--- config.mk ---
export PLATFORM = sky130hd
export DESIGN_NAME = ram_size_probe
export DESIGN_NICKNAME = d
export VERILOG_FILES = /design/src/rtl/rprobe_pkg.sv /design/src/rtl/rprobe_port.sv /design/src/rtl/rprobe_walk.sv /design/src/rtl/rprobe_ctrl.sv /design/src/rtl/ram_size_probe.sv
export SDC_FILE = /design/constraint.sdc
export NUM_CORES = 1
export LEC_CHECK = 0
export BUFFER_PORTS_ARGS = -buffer_cell sky130_fd_sc_hd__clkbuf_2
export CAP_MARGIN = 20
export CORE_MARGIN = 2
export CORE_UTILIZATION = 50
export DETAILED_ROUTE_END_ITERATION = 8
export PLACE_DENSITY_LB_ADDON = 0.15
export SLEW_MARGIN = 10
export SYNTH_ARGS = -nofsm -noshare
export SYNTH_HDL_FRONTEND = slang
export SYNTH_HIERARCHICAL = 1
export SYNTH_SLANG_ARGS = --single-unit
export TNS_END_PERCENT = 30
--- constraint.sdc ---
create_clock -name clk -period 4.8 [get_ports clk]
set_clock_uncertainty 0.2 [all_clocks]
set_input_delay 0.72 -clock clk [delete_from_list [all_inputs] [get_ports clk]]
set_output_delay 0.72 -clock clk [all_outputs]
set_load 0.02 [all_outputs]
--- src/rtl/rprobe_pkg.sv ---
package rprobe_pkg;

   localparam logic [7:0] MARK_BYTE = 8'h55;
   localparam logic [7:0] TAG_BYTE  = 8'hAA;

   typedef enum logic [3:0] {
      PS_IDLE,
      PS_RD_ZERO,
      PS_RD_ONE,
      PS_INV_ZERO,
      PS_KEEP_ONE,
      PS_CHK_ZERO,
      PS_MARK_ZERO,
      PS_STEP,
      PS_SAVE_AT,
      PS_TAG_AT,
      PS_VER_ZERO,
      PS_VER_AT,
      PS_PUT_AT,
      PS_FIX_ZERO,
      PS_DONE
   } probe_st_e;

endpackage

--- src/rtl/rprobe_port.sv ---
module rprobe_port #(
   parameter int ADDR_W = 19
) (
   input  logic              clk,
   input  logic              rst_n,
   input  logic              req_go,
   input  logic              req_wr,
   input  logic [ADDR_W-1:0] req_addr,
   input  logic [7:0]        req_wdata,
   output logic              ack,
   output logic [7:0]        rdata_q,
   output logic [ADDR_W-1:0] mem_addr,
   output logic [7:0]        mem_wdata,
   output logic              mem_rd,
   output logic              mem_wr,
   input  logic [7:0]        mem_rdata,
   input  logic              mem_ready
);

   logic active;
   assign active = mem_rd | mem_wr;

   always_ff @(posedge clk or negedge rst_n) begin
      if (!rst_n) begin
         mem_rd    <= 1'b0;
         mem_wr    <= 1'b0;
         mem_addr  <= '0;
         mem_wdata <= '0;
         ack       <= 1'b0;
         rdata_q   <= '0;
      end else begin
         ack <= 1'b0;
         if (active) begin
            if (mem_ready) begin
               mem_rd <= 1'b0;
               mem_wr <= 1'b0;
               ack    <= 1'b1;
               if (mem_rd) begin
                  rdata_q <= mem_rdata;
               end
            end
         end else if (req_go) begin
            mem_rd    <= ~req_wr;
            mem_wr    <= req_wr;
            mem_addr  <= req_addr;
            mem_wdata <= req_wdata;
         end
      end
   end

endmodule

--- src/rtl/rprobe_walk.sv ---
module rprobe_walk #(
   parameter int ADDR_W = 19
) (
   input  logic            clk,
   input  logic            rst_n,
   input  logic            clr,
   input  logic            step,
   output logic [ADDR_W:0] walk_addr,
   output logic            walk_end
);

   localparam int WALK_W = ADDR_W + 1;

   generate
      if (ADDR_W < 2 || ADDR_W > 30) begin : g_bad_width
         $error("rprobe_walk: ADDR_W must lie in 2..30");
      end
   endgenerate

   always_ff @(posedge clk or negedge rst_n) begin
      if (!rst_n) begin
         walk_addr <= WALK_W'(1);
      end else if (clr) begin
         walk_addr <= WALK_W'(1);
      end else if (step) begin
         walk_addr <= {walk_addr[ADDR_W-1:0], 1'b0};
      end
   end

   assign walk_end = walk_addr[ADDR_W];

endmodule

--- src/rtl/rprobe_ctrl.sv ---
module rprobe_ctrl
   import rprobe_pkg::*;
#(
   parameter int ADDR_W = 19
) (
   input  logic              clk,
   input  logic              rst_n,
   input  logic              start,
   input  logic              ack,
   input  logic [7:0]        rdata_q,
   input  logic [ADDR_W:0]   walk_addr,
   input  logic              walk_end,
   output logic              walk_clr,
   output logic              walk_step,
   output logic              req_go,
   output logic              req_wr,
   output logic [ADDR_W-1:0] req_addr,
   output logic [7:0]        req_wdata,
   output logic              done,
   output logic [ADDR_W:0]   size
);

   localparam int SZ_W = ADDR_W + 1;
   localparam logic [SZ_W-1:0] FULL_SIZE = SZ_W'(1) << ADDR_W;

   probe_st_e state;
   logic      pend;
   logic      is_acc;
   logic [7:0] save_zero, save_one, save_at;
   logic      launch;

   assign launch    = start && (state == PS_IDLE || state == PS_DONE);
   assign walk_clr  = launch;
   assign walk_step = (state == PS_PUT_AT) && ack;
   assign done      = (state == PS_DONE);
   assign req_go    = is_acc && !pend;

   always_comb begin
      is_acc    = 1'b0;
      req_wr    = 1'b0;
      req_addr  = '0;
      req_wdata = '0;
      case (state)
         PS_RD_ZERO:   is_acc = 1'b1;
         PS_RD_ONE: begin
            is_acc   = 1'b1;
            req_addr = ADDR_W'(1);
         end
         PS_INV_ZERO: begin
            is_acc    = 1'b1;
            req_wr    = 1'b1;
            req_wdata = ~save_zero;
         end
         PS_KEEP_ONE: begin
            is_acc    = 1'b1;
            req_wr    = 1'b1;
            req_addr  = ADDR_W'(1);
            req_wdata = save_one;
         end
         PS_CHK_ZERO:  is_acc = 1'b1;
         PS_MARK_ZERO: begin
            is_acc    = 1'b1;
            req_wr    = 1'b1;
            req_wdata = MARK_BYTE;
         end
         PS_SAVE_AT: begin
            is_acc   = 1'b1;
            req_addr = walk_addr[ADDR_W-1:0];
         end
         PS_TAG_AT: begin
            is_acc    = 1'b1;
            req_wr    = 1'b1;
            req_addr  = walk_addr[ADDR_W-1:0];
            req_wdata = TAG_BYTE;
         end
         PS_VER_ZERO:  is_acc = 1'b1;
         PS_VER_AT: begin
            is_acc   = 1'b1;
            req_addr = walk_addr[ADDR_W-1:0];
         end
         PS_PUT_AT: begin
            is_acc    = 1'b1;
            req_wr    = 1'b1;
            req_addr  = walk_addr[ADDR_W-1:0];
            req_wdata = save_at;
         end
         PS_FIX_ZERO: begin
            is_acc    = 1'b1;
            req_wr    = 1'b1;
            req_wdata = save_zero;
         end
         default: ;
      endcase
   end

   always_ff @(posedge clk or negedge rst_n) begin
      if (!rst_n) begin
         state     <= PS_IDLE;
         pend      <= 1'b0;
         save_zero <= '0;
         save_one  <= '0;
         save_at   <= '0;
         size      <= '0;
      end else begin
         if (ack) begin
            pend <= 1'b0;
         end else if (req_go) begin
            pend <= 1'b1;
         end
         case (state)
            PS_IDLE, PS_DONE: begin
               if (launch) state <= PS_RD_ZERO;
            end
            PS_RD_ZERO: if (ack) begin
               save_zero <= rdata_q;
               state     <= PS_RD_ONE;
            end
            PS_RD_ONE: if (ack) begin
               save_one <= rdata_q;
               state    <= PS_INV_ZERO;
            end
            PS_INV_ZERO:  if (ack) state <= PS_KEEP_ONE;
            PS_KEEP_ONE:  if (ack) state <= PS_CHK_ZERO;
            PS_CHK_ZERO: if (ack) begin
               if (rdata_q != ~save_zero) begin
                  size  <= '0;
                  state <= PS_FIX_ZERO;
               end else begin
                  state <= PS_MARK_ZERO;
               end
            end
            PS_MARK_ZERO: if (ack) state <= PS_STEP;
            PS_STEP: begin
               if (walk_end) begin
                  size  <= FULL_SIZE;
                  state <= PS_FIX_ZERO;
               end else begin
                  state <= PS_SAVE_AT;
               end
            end
            PS_SAVE_AT: if (ack) begin
               save_at <= rdata_q;
               state   <= PS_TAG_AT;
            end
            PS_TAG_AT: if (ack) state <= PS_VER_ZERO;
            PS_VER_ZERO: if (ack) begin
               if (rdata_q != MARK_BYTE) begin
                  size  <= walk_addr;
                  state <= PS_FIX_ZERO;
               end else begin
                  state <= PS_VER_AT;
               end
            end
            PS_VER_AT: if (ack) begin
               if (rdata_q != TAG_BYTE) begin
                  size  <= walk_addr;
                  state <= PS_FIX_ZERO;
               end else begin
                  state <= PS_PUT_AT;
               end
            end
            PS_PUT_AT:   if (ack) state <= PS_STEP;
            PS_FIX_ZERO: if (ack) state <= PS_DONE;
            default:     state <= PS_IDLE;
         endcase
      end
   end

endmodule

--- src/rtl/ram_size_probe.sv ---
module ram_size_probe #(
   parameter int ADDR_W = 19
) (
   input  logic              clk,
   input  logic              rst_n,
   input  logic              start,
   output logic              done,
   output logic [ADDR_W:0]   size,
   output logic [ADDR_W-1:0] mem_addr,
   output logic [7:0]        mem_wdata,
   output logic              mem_rd,
   output logic              mem_wr,
   input  logic [7:0]        mem_rdata,
   input  logic              mem_ready
);

   logic              req_go, req_wr, ack, walk_clr, walk_step, walk_end;
   logic [ADDR_W-1:0] req_addr;
   logic [7:0]        req_wdata, rdata_q;
   logic [ADDR_W:0]   walk_addr;

   rprobe_ctrl #(.ADDR_W(ADDR_W)) u_ctrl (
      .clk(clk), .rst_n(rst_n), .start(start), .ack(ack), .rdata_q(rdata_q),
      .walk_addr(walk_addr), .walk_end(walk_end), .walk_clr(walk_clr),
      .walk_step(walk_step), .req_go(req_go), .req_wr(req_wr),
      .req_addr(req_addr), .req_wdata(req_wdata), .done(done), .size(size)
   );

   rprobe_walk #(.ADDR_W(ADDR_W)) u_walk (
      .clk(clk), .rst_n(rst_n), .clr(walk_clr), .step(walk_step),
      .walk_addr(walk_addr), .walk_end(walk_end)
   );

   rprobe_port #(.ADDR_W(ADDR_W)) u_port (
      .clk(clk), .rst_n(rst_n), .req_go(req_go), .req_wr(req_wr),
      .req_addr(req_addr), .req_wdata(req_wdata), .ack(ack), .rdata_q(rdata_q),
      .mem_addr(mem_addr), .mem_wdata(mem_wdata), .mem_rd(mem_rd),
      .mem_wr(mem_wr), .mem_rdata(mem_rdata), .mem_ready(mem_ready)
   );

endmodule

==> impl_metrics.py <==
metrics = {
    "status": {
        "status": "finished, final reports clean",
    },
    "yosys": {
        "synthFlopType": "dfrtp_1",
        "ys_types": 55,
        "syn_nets": 467,
        "synth_cells": 455,
        "synth_warnings": 6,
        "postSynth.asyncResetShare_pct": 100,
        "avgSynthCellArea_um2": 11.5,
        "ys_seq_area_share_pct": 51.0,
        "synth_area_um2": 5250,
        "synth_edf_count": 0,
        "ys_ff_latch": 107,
    },
    "cts": {
        "root_buffer": "clkbuf_8",
        "cts.sinks": 107,
        "path_clk_slew_ns": 0.10,
        "holdBufCountCts": 0,
        "cts_setup_buffers": 0,
        "insertion_delay_ns": 0.38,
        "cts_buffer_depth": 2,
        "h-tree-depth": 3,
        "cts_tree": "yes",
        "post_cts_resized": 0,
        "cts_buffers": 9,
    },
    "grt": {
        "grt_max_degree": 77,
        "grt_pass1_vias": 3522,
        "antenna_found_initial": 0,
        "overflow": 0,
        "grt_pass1_wl_um": 17500,
        "grt.total_usage_pct": 19.7,
    },
    "detailed_routing": {
        "wl_um": 10400,
        "drt_first_pass_iters": 4,
        "vias_per_cell": 5.33,
        "vias": 3449,
        "drc": 0,
        "ant_nets": 0,
        "wl_per_cell_um": 16.1,
        "first_iter_violations": 177,
    },
    "cells_and_area": {
        "drive_above_1_share_pct": 29.9,
        "layout.nets": 518,
        "antenna_cells": 0,
        "synthToLayoutAreaGrowth_pct": 10.6,
        "utilization_pct": 56.5,
    },
    "die": {
        "start_util_pct": 51.1,
        "io_pins": 62,
        "fp.dieH_um": 106,
        "die_area_um2": 11300,
        "dieWidth_um": 106,
        "design.core.area_um2": 10300,
        "placementRows": 37,
    },
    "critical_path": {
        "critPathKind": "reg2reg",
        "critPathRequiredTime_ns": 4.87,
        "worstPathArrival_ns": 3.36,
        "crit_path_max_fanout": 26,
        "critPathCaptureType": "flip-flop",
        "startpoint_type": "flip-flop",
    },
    "timing": {
        "tightest_slew_ns": 0.956,
        "worst_hold_slack_ns": 0.281,
        "finalSetupViolations": 0,
        "fmax_mhz": 304,
        "slew_violations": 0,
        "tns_ns": 0,
        "fin_crit_sh_pct": 68.6,
        "slew_headroom_pct": 36.2,
        "hold_violations": 0,
        "rsz0062_at_grt": "no",
        "finalCriticalPeriod_ns": 3.29,
    },
    "placed_design": {
        "gp_congestion": 0.824,
        "portBuffers": 61,
        "place_hpwl_um": 7030,
    },
    "pwr": {
        "leakagePower_nw": 2.70,
        "power_density_nw_per_um2": 494,
        "ir_worst_vdd_uv": 246,
    },
    "run": {
        "cap_violations": 0,
    },
    "hold_path": {
        "hold_class": "in2async",
    },
}
cell usage after synthesis (all sizes together) (7+ instances only):
library cell / count / area share [%]
a21oi: 9 / 0.86
and2: 18 / 2.1
buf: 16 / 2.6
clkbuf: 10 / 0.72
dfrtp: 106 / 51
inv: 25 / 1.8
mux2: 61 / 15
mux2i: 44 / 8.4
nand2: 44 / 3.1
nand2b: 7 / 0.83
nand3: 8 / 0.76
nor2: 33 / 2.4
o21ai: 9 / 0.86
o22ai: 7 / 0.83
xor2: 8 / 1.3
final cells by class:
class	count	area [um^2]
clock buffer	10	128
multi-input combinational	297	2320
tap	136	170
fill	927	4480
timing repair buffer	66	345
sequential	107	2680
clock inverter	6	65.1
inverter	25	93.8
where the power goes:
part,switching (W),internal (W)
sequential,0.000309,0.00109
clock,0.000309,0.000243
combinational,0.000469,0.000446
cells in the final DEF (no fill, tap or decap), drive strengths merged, types with 6 or more instances in the layout:
master / instances
dfrtp: 106
clkbuf: 70
mux2: 61
nand2: 44
mux2i: 44
nor2: 33
inv: 26
and2: 18
a21oi: 9
o21ai: 9
nand3: 8
xor2: 8
nand2b: 7
o22ai: 7
buf: 6
nor2b: 6
per-layer routing:
| layer | GRT usage [%] | part of all wire, % | vias to the layer above |
|---|---|---|---|
| met5 | 0 | 0 | - |
| met4 | 9.00 | 1.7 | 0 |
| met3 | 3.25 | 3.7 | 12 |
| met2 | 31.2 | 48 | 66 |
| met1 | 26.6 | 47 | 1716 |
| li1 | - | - | 1655 |
metrics by stage:
stage / setup WS, ns / power, W / std cells / area [um^2]
final: 1.51 / 0.00287 / 647 / 5800
after global routing: 1.29 / 0.00306 / 647 / 5800
after CTS: 1.51 / 0.00289 / 647 / 5800
after detailed placement: 1.53 / 0.00234 / 631 / 5610
after global placement: 1.60 / 0.00230 / 630 / 5600
after floorplan: 2.38 / 0.00208 / 455 / 5250
kinds of logic after synthesis:
logic type | count (synthesis) | share of synthesized area (%)
AO/OA/AOI/OAI | 47 | 6.15
XOR/XNOR | 8 | 1.34
AND/OR/NAND/NOR | 137 | 13.3
multiplexers | 105 | 23.0
flip-flops | 107 | 51.0
buffers and inverters | 51 | 5.15
critical path: stages (launching register included):
cell and delay, ns:
dfrtp_1 0.92, and3b_1 0.81, a32o_1 0.24, o41ai_2 0.09, nor3_4 0.21, buf_4 0.36, mux2_4 0.33
path summary, 6_finish.rpt:
path | start | to | slack [ns] | cells after the start
max in group asynchronous | rst_n | u_ctrl/save_one[5] | 3.15 | 2
setup reg to reg | u_ctrl/state[3] | u_ctrl/size[19] | 1.51 | 6
hold reg to reg | u_ctrl/save_one[5] | u_ctrl/save_one[5] | 0.31 | 1
hold / removal | rst_n | u_ctrl/size[18] | 0.28 | 1
setup / recovery | u_ctrl/state[3] | u_ctrl/size[19] | 1.51 | 6
min in group clk | u_ctrl/save_one[5] | u_ctrl/save_one[5] | 0.31 | 1
flip-flops by register name, indices dropped and copies added (netlist names):
register and cells:
u_ctrl/pend 1, u_ctrl/save_at 8, u_ctrl/save_one 8, u_ctrl/save_zero 8, u_ctrl/size 20, u_ctrl/state 4
u_port/ack 1, u_port/mem_addr 19, u_port/mem_rd 1, u_port/mem_wdata 8, u_port/mem_wr 1, u_port/rdata_q 8
u_walk/walk_addr 20
Note: power is estimated with default switching activity, not from simulation.
